`src/rtl/adc_dma_pkg.sv`:
```
package adc_dma_pkg;
  typedef enum logic [1:0] {
    ST_IDLE = 2'd0,
    ST_RUN  = 2'd1,
    ST_DONE = 2'd2
  } chan_state_e;

  localparam int unsigned FLAG_HALF = 0;
  localparam int unsigned FLAG_FULL = 1;
  localparam int unsigned FLAG_OVF  = 2;
  localparam int unsigned NUM_FLAGS = 3;
endpackage

```
`src/rtl/adc_dma_ctrl.sv`:
```
module adc_dma_ctrl
  import adc_dma_pkg::*;
(
  input  logic        clk_i,
  input  logic        rst_ni,
  input  logic        chan_rst_i,
  input  logic        chan_load_i,
  input  logic        adc_en_i,
  input  logic        smp_valid_i,
  input  logic        len_nz_i,
  input  logic        last_i,
  input  logic        wrap_i,
  output chan_state_e state_o,
  output logic        clear_o,
  output logic        capture_o,
  output logic        accept_o,
  output logic        ovf_evt_o
);
  chan_state_e state_q, state_d;
  logic halt_w;

  assign halt_w    = chan_rst_i | ~adc_en_i;
  assign clear_o   = halt_w;
  assign capture_o = ~halt_w & chan_load_i & (state_q == ST_IDLE) & len_nz_i;
  assign accept_o  = ~halt_w & smp_valid_i & (state_q == ST_RUN);
  assign ovf_evt_o = ~halt_w & smp_valid_i & (state_q == ST_DONE);

  always_comb begin
    state_d = state_q;
    if (halt_w)                           state_d = ST_IDLE;
    else if (capture_o)                   state_d = ST_RUN;
    else if (accept_o && last_i && !wrap_i) state_d = ST_DONE;
  end

  always_ff @(posedge clk_i or negedge rst_ni) begin
    if (!rst_ni) state_q <= ST_IDLE;
    else         state_q <= state_d;
  end

  assign state_o = state_q;
endmodule

```
`src/rtl/adc_dma_addr.sv`:
```
module adc_dma_addr #(
  parameter int unsigned ADDR_W = 16,
  parameter int unsigned SIZE_W = 8
) (
  input  logic              clk_i,
  input  logic              rst_ni,
  input  logic              clear_i,
  input  logic              capture_i,
  input  logic              accept_i,
  input  logic [ADDR_W-1:0] cfg_base_i,
  input  logic [SIZE_W-1:0] cfg_len_i,
  input  logic              cfg_wrap_i,
  output logic              wrap_o,
  output logic              last_o,
  output logic              half_hit_o,
  output logic              full_hit_o,
  output logic [ADDR_W-1:0] slot_addr_o
);
  localparam int unsigned PAD_W = ADDR_W - SIZE_W - 1;

  logic [ADDR_W-1:0] base_q;
  logic [SIZE_W-1:0] len_q, idx_q;
  logic              wrap_q;
  logic [SIZE_W:0]   idx_nxt_w, half_pt_w;
  logic [ADDR_W-1:0] off_w;

  assign idx_nxt_w  = {1'b0, idx_q} + 1'b1;
  assign half_pt_w  = {2'b00, len_q[SIZE_W-1:1]};
  assign last_o     = (idx_nxt_w == {1'b0, len_q});
  assign half_hit_o = accept_i & (idx_nxt_w == half_pt_w);
  assign full_hit_o = accept_i & last_o;

  // byte offset of sample slot: 2 * index
  assign off_w       = {{PAD_W{1'b0}}, idx_q, 1'b0};
  assign slot_addr_o = base_q + off_w;
  assign wrap_o      = wrap_q;

  always_ff @(posedge clk_i or negedge rst_ni) begin
    if (!rst_ni) begin
      base_q <= '0;
      len_q  <= '0;
      idx_q  <= '0;
      wrap_q <= 1'b0;
    end else if (clear_i) begin
      idx_q <= '0;
    end else if (capture_i) begin
      base_q <= {cfg_base_i[ADDR_W-1:1], 1'b0};
      len_q  <= cfg_len_i;
      wrap_q <= cfg_wrap_i;
      idx_q  <= '0;
    end else if (accept_i) begin
      // linear end parks index at len; circular end returns to 0
      if (last_o && wrap_q) idx_q <= '0;
      else                  idx_q <= idx_nxt_w[SIZE_W-1:0];
    end
  end
endmodule

```
`src/rtl/adc_dma_flags.sv`:
```
module adc_dma_flags #(
  parameter int unsigned N = 3
) (
  input  logic         clk_i,
  input  logic         rst_ni,
  input  logic [N-1:0] set_i,
  input  logic [N-1:0] clr_i,
  output logic [N-1:0] flag_o
);
  for (genvar g = 0; g < N; g++) begin : g_flag
    logic q;
    always_ff @(posedge clk_i or negedge rst_ni) begin
      if (!rst_ni) q <= 1'b0;
      else         q <= set_i[g] | (q & ~clr_i[g]); // set wins
    end
    assign flag_o[g] = q;
  end
endmodule

```
`src/rtl/adc_dma_writer.sv`:
```
module adc_dma_writer
  import adc_dma_pkg::*;
#(
  parameter int unsigned ADDR_W = 16,
  parameter int unsigned SIZE_W = 8,
  parameter int unsigned DATA_W = 16
) (
  input  logic              clk_i,
  input  logic              rst_ni,
  input  logic [ADDR_W-1:0] cfg_base_i,
  input  logic [SIZE_W-1:0] cfg_len_i,
  input  logic              cfg_wrap_i,
  input  logic              chan_rst_i,
  input  logic              chan_load_i,
  input  logic              adc_en_i,
  input  logic              smp_valid_i,
  input  logic [DATA_W-1:0] smp_data_i,
  input  logic [2:0]        flag_clr_i,
  output logic              mem_we_o,
  output logic [ADDR_W-1:0] mem_addr_o,
  output logic [DATA_W-1:0] mem_wdata_o,
  output logic [ADDR_W-1:0] cur_addr_o,
  output logic              flag_half_o,
  output logic              flag_full_o,
  output logic              flag_ovf_o
);
  chan_state_e          state_w;
  logic                 clear_w, capture_w, accept_w, ovf_evt_w;
  logic                 wrap_w, last_w, half_hit_w, full_hit_w;
  logic [ADDR_W-1:0]    slot_addr_w;
  logic [NUM_FLAGS-1:0] flag_set_w, flag_w;

  adc_dma_ctrl i_ctrl (
    .clk_i       (clk_i),
    .rst_ni      (rst_ni),
    .chan_rst_i  (chan_rst_i),
    .chan_load_i (chan_load_i),
    .adc_en_i    (adc_en_i),
    .smp_valid_i (smp_valid_i),
    .len_nz_i    (cfg_len_i != '0),
    .last_i      (last_w),
    .wrap_i      (wrap_w),
    .state_o     (state_w),
    .clear_o     (clear_w),
    .capture_o   (capture_w),
    .accept_o    (accept_w),
    .ovf_evt_o   (ovf_evt_w)
  );

  adc_dma_addr #(.ADDR_W(ADDR_W), .SIZE_W(SIZE_W)) i_addr (
    .clk_i       (clk_i),
    .rst_ni      (rst_ni),
    .clear_i     (clear_w),
    .capture_i   (capture_w),
    .accept_i    (accept_w),
    .cfg_base_i  (cfg_base_i),
    .cfg_len_i   (cfg_len_i),
    .cfg_wrap_i  (cfg_wrap_i),
    .wrap_o      (wrap_w),
    .last_o      (last_w),
    .half_hit_o  (half_hit_w),
    .full_hit_o  (full_hit_w),
    .slot_addr_o (slot_addr_w)
  );

  always_comb begin
    flag_set_w            = '0;
    flag_set_w[FLAG_HALF] = half_hit_w;
    flag_set_w[FLAG_FULL] = full_hit_w;
    flag_set_w[FLAG_OVF]  = ovf_evt_w;
  end

  adc_dma_flags #(.N(NUM_FLAGS)) i_flags (
    .clk_i  (clk_i),
    .rst_ni (rst_ni),
    .set_i  (flag_set_w),
    .clr_i  (flag_clr_i),
    .flag_o (flag_w)
  );

  always_ff @(posedge clk_i or negedge rst_ni) begin
    if (!rst_ni) begin
      mem_we_o    <= 1'b0;
      mem_addr_o  <= '0;
      mem_wdata_o <= '0;
    end else begin
      mem_we_o <= accept_w;
      if (accept_w) begin
        mem_addr_o  <= slot_addr_w;
        mem_wdata_o <= smp_data_i;
      end
    end
  end

  assign cur_addr_o  = slot_addr_w;
  assign flag_half_o = flag_w[FLAG_HALF];
  assign flag_full_o = flag_w[FLAG_FULL];
  assign flag_ovf_o  = flag_w[FLAG_OVF];
endmodule

```
`config.mk`:
```
export PLATFORM = sky130hd
export DESIGN_NAME = adc_dma_writer
export DESIGN_NICKNAME = d
export VERILOG_FILES = /design/src/rtl/adc_dma_pkg.sv /design/src/rtl/adc_dma_ctrl.sv /design/src/rtl/adc_dma_addr.sv /design/src/rtl/adc_dma_flags.sv /design/src/rtl/adc_dma_writer.sv
export SDC_FILE = /design/constraint.sdc
export NUM_CORES = 1
export LEC_CHECK = 0
export BUFFER_PORTS_ARGS = -buffer_cell sky130_fd_sc_hd__buf_2
export CAP_MARGIN = 20
export CELL_PAD_IN_SITES_DETAIL_PLACEMENT = 0
export CELL_PAD_IN_SITES_GLOBAL_PLACEMENT = 1
export CORE_ASPECT_RATIO = 1.2
export CORE_MARGIN = 8
export CORE_UTILIZATION = 45
export CTS_CLUSTER_DIAMETER = 30
export DETAILED_ROUTE_END_ITERATION = 16
export GPL_TIMING_DRIVEN = 0
export HOLD_SLACK_MARGIN = 0.1
export PLACE_DENSITY = 0.87
export SETUP_SLACK_MARGIN = 0.1
export SLEW_MARGIN = 20
export SYNTH_ARGS = -nofsm -noshare
export SYNTH_HDL_FRONTEND = slang
export SYNTH_HIERARCHICAL = 1
export SYNTH_SLANG_ARGS = --single-unit
```
`constraint.sdc`:
```
create_clock -name clk_i -period 7 [get_ports clk_i]
set_clock_uncertainty 0.2 [all_clocks]
set_input_delay 1.05 -clock clk_i [delete_from_list [all_inputs] [get_ports clk_i]]
set_output_delay 1.05 -clock clk_i [all_outputs]
set_load 0.03 [all_outputs]
```
==> flow_summary.toml <==
[place]
hpwl_mm = 7.02
place_congestion = 0.838
placed_area_sq_um = 4660
portBuffers = 99

[logic_synthesis]
synth_seq_area_share_pct = 43.8
syn_area_sq_um = 4000
synth_ff_type = "dfrtp_1"
synthCells = 336
synth_fp_nets = 396
synth-seq-cells = 70
synth.distinct_cells = 61
yosysWarnings = 6
postSynth.asyncResetShare_pct = 100
syn-mean-instance-area_sq_um = 11.9
synth_edf_count = 0

[global_routing]
grt_max_degree = 43
grtUsageTotal_pct = 15.2
overflow = 0
grt_pass1_vias = 2967
grt_antenna_before_repair = 0
grt_pass1_wl_mm = 14.6

[run]
cap_viol_max_count = 0

[power_and_ir_drop]
powerDensity_nw_per_um2 = 267
p_comb_share_pct = 35.2
power.leakage_uw = 0.00234
peakVddDrop_mv = 0.115
switching_share_pct = 38.0
internal-power_uw = 802
p_clk_share_pct = 23.3
power_frac_seq_pct = 41.5
p_sw_uw = 491

[floorplan]
dieArea_sq_um = 12200
io_pins = 102
fp.coreArea_sq_um = 8610
die_w_microns = 102
rows = 37
die_h_microns = 119
start_util_pct = 46.4

[clock_network]
post_cts_resized = 0
cts-root-buf = "clkbuf_8"
cts_made_buffers = 9
clk_latency_ns = 0.34
ctsHoldBuffers = 0
numClockSinks = 70
cts_buffer_depth = 2
cts_tree = "done"
cts_setup_buffers = 0
clkSlewWorstSetupHoldPaths_ns = 0.08
htreeDepth = 3

[critical_path]
worstReg2RegStart = "i_addr/idx_q[1]"
cp_max_fo = 8
cp.required_ns = 5.75
r2r_slack_ns = 4.12
crit_start = "i_addr/idx_q[1]"
cp.arrival_ns = 2.95
worst_r2r_path_depth = 9
critPathCapture = "cur_addr_o[13]"
critPathKind = "flop to output port"
critPathLaunchType = "flop"
critPathCaptureType = "output port"
rr_endpoint = "mem_addr_o[13]"

[layout]
final_cell_mix = "buf_2, dfrtp_1, mux2_4"
final_cell_area_sq_um = 4840
nNetsFinal = 507
drive_above_1_share_pct = 44.7
final_common_cell = "buf_2"
diodes = 0
area_growth_pct = 21.1

[hold_path]
hp-class = "flop to flop"

[detailed_routing]
firstDrtPassIters = 5
wl_mm = 8.99
postRouteAntennaNets = 0
post_drt_wl_per_cell_microns = 15.8
drt_iter0_drc = 87
post-route-drc-count = 0
viasPerCell = 5.12
num_vias = 2916

[timing]
drv_slew = 0
relSlewSlack_pct = 55.4
finalSetupTns_ns = 0
timing.final.hold_violations = 0
setup_viol = 0
worst_pin_slew_ns = 0.669
post-route-period-util_pct = 59.9
rsz0062_at_grt = "no"
period_minus_slack_ns = 4.20
fmax_ghz = 0.238

[outcome]
status = "complete, no violations"
-- flip-flops by register name (all words and copies together), names as in the netlist, 2 cells and up --
register / cells
i_addr/base_q: 15
i_addr/idx_q: 8
mem_wdata_o: 16
mem_addr_o: 16
i_addr/len_q: 8
i_ctrl/state_o: 2
i_flags/g_flag.q: 3
-- Yosys cell counts, types with 2 or more instances --
cell type	instances	area, sq um
a211oi_1	3	22.5
a21boi_1	2	15.0
a21o_1	5	37.5
a21oi_1	10	50.1
and3_1	3	18.8
buf_12	3	60.1
buf_2	4	20.0
buf_4	5	37.5
buf_6	2	22.5
clkbuf_1	8	30.0
dfrtp_1	70	1750
ha_1	9	113
inv_1	14	52.6
mux2_2	24	270
mux2_4	30	450
mux2i_1	5	50.1
nand2_1	13	48.8
nand2b_1	3	18.8
nand3_1	8	40.0
nand3_2	3	30.0
nand4_1	2	12.5
nor2_1	17	63.8
nor2b_1	2	12.5
nor3_1	2	10.0
nor3_2	2	20.0
nor4_1	9	56.3
o21ai_0	14	70.1
o21ai_1	2	10.0
o311ai_1	2	17.5
o31ai_1	2	15.0
xnor2_1	16	140
xor2_1	13	114
-- how the worst min path moves through the flow --
| stage | slack, ns | endpoint | from | cells past startpoint |
|---|---|---|---|---|
| floorplan | 0.25 | i_flags/g_flag[2].q | i_flags/g_flag[2].q | 1 |
| global placement | 0.26 | i_flags/g_flag[2].q | i_flags/g_flag[2].q | 1 |
| detailed placement | 0.27 | i_flags/g_flag[2].q | i_flags/g_flag[2].q | 1 |
| CTS | 0.29 | i_flags/g_flag[2].q | i_flags/g_flag[2].q | 1 |
| global route | 0.31 | i_flags/g_flag[0].q | i_flags/g_flag[0].q | 1 |
| finish | 0.28 | i_flags/g_flag[2].q | i_flags/g_flag[2].q | 1 |
-- power groups by stage --
stage,logic [uW],registers (uW),clock network (uW)
after CTS,461,538,313
after detailed placement,459,544,0
after global routing,486,548,330
after floorplan,244,624,0
final,455,537,301
after global placement,450,541,0
-- metal layers --
metal  global-route usage [%]  share of wire, %  vias up
met5                        0                 0        -
met4                     4.60              0.83        0
met3                     3.85               6.3        7
met2                     25.3                50       77
met1                     18.5                43     1430
li1                         -                 -     1402
-- logic make-up (layout without fill, tap and decap cells) --
group | after synthesis | in the layout | synth area share (%)
adders and majority gates | 10 | 10 | 3.32
DFF | 70 | 70 | 43.8
buffers and inverters | 37 | 153 | 5.67
muxes | 60 | 60 | 19.8
xor gates and xnor gates | 31 | 31 | 7.17
other | 1 | 1 | 0.0938
and+or+nand+nor | 77 | 77 | 11.4
AOI/OAI and AO/OA | 50 | 50 | 8.73
-- stage by stage --
step | setup WS [ns] | hold WS, ns | utilization (%) | instances | power [uW]
2_1_floorplan | 3.33 | 0.250 | - | 336 | 868
3_3_place_gp | 3.19 | 0.260 | 53.9 | 552 | 990
5_1_grt | 2.46 | 0.305 | 56.2 | 569 | 1360
4_1_cts | 2.77 | 0.285 | 56.2 | 569 | 1310
3_5_place_dp | 3.15 | 0.266 | 54.1 | 553 | 1000
6_report | 2.80 | 0.279 | 56.2 | 569 | 1290
-- worst max-delay path: stages (launching register included) --
cell	delay [ns]
dfrtp_1	0.49
inv_1	0.10
fa_1	0.44
nor2b_1	0.13
o21ai_1	0.09
a21boi_1	0.25
o31ai_1	0.18
a2111oi_1	0.45
xor2_1	0.23
buf_2	0.24
-- layout make-up --
type,instances,area [sq um]
fillers,771,3770
multi-input cells,229,2020
flip-flops and latches,70,1750
repair buffers,100,518
plain buffers,23,174
well taps,117,146
clock buffers,9,124
clock inverters,7,56.3
inverters,14,52.6
Note: power is estimated with default switching activity, not from simulation.
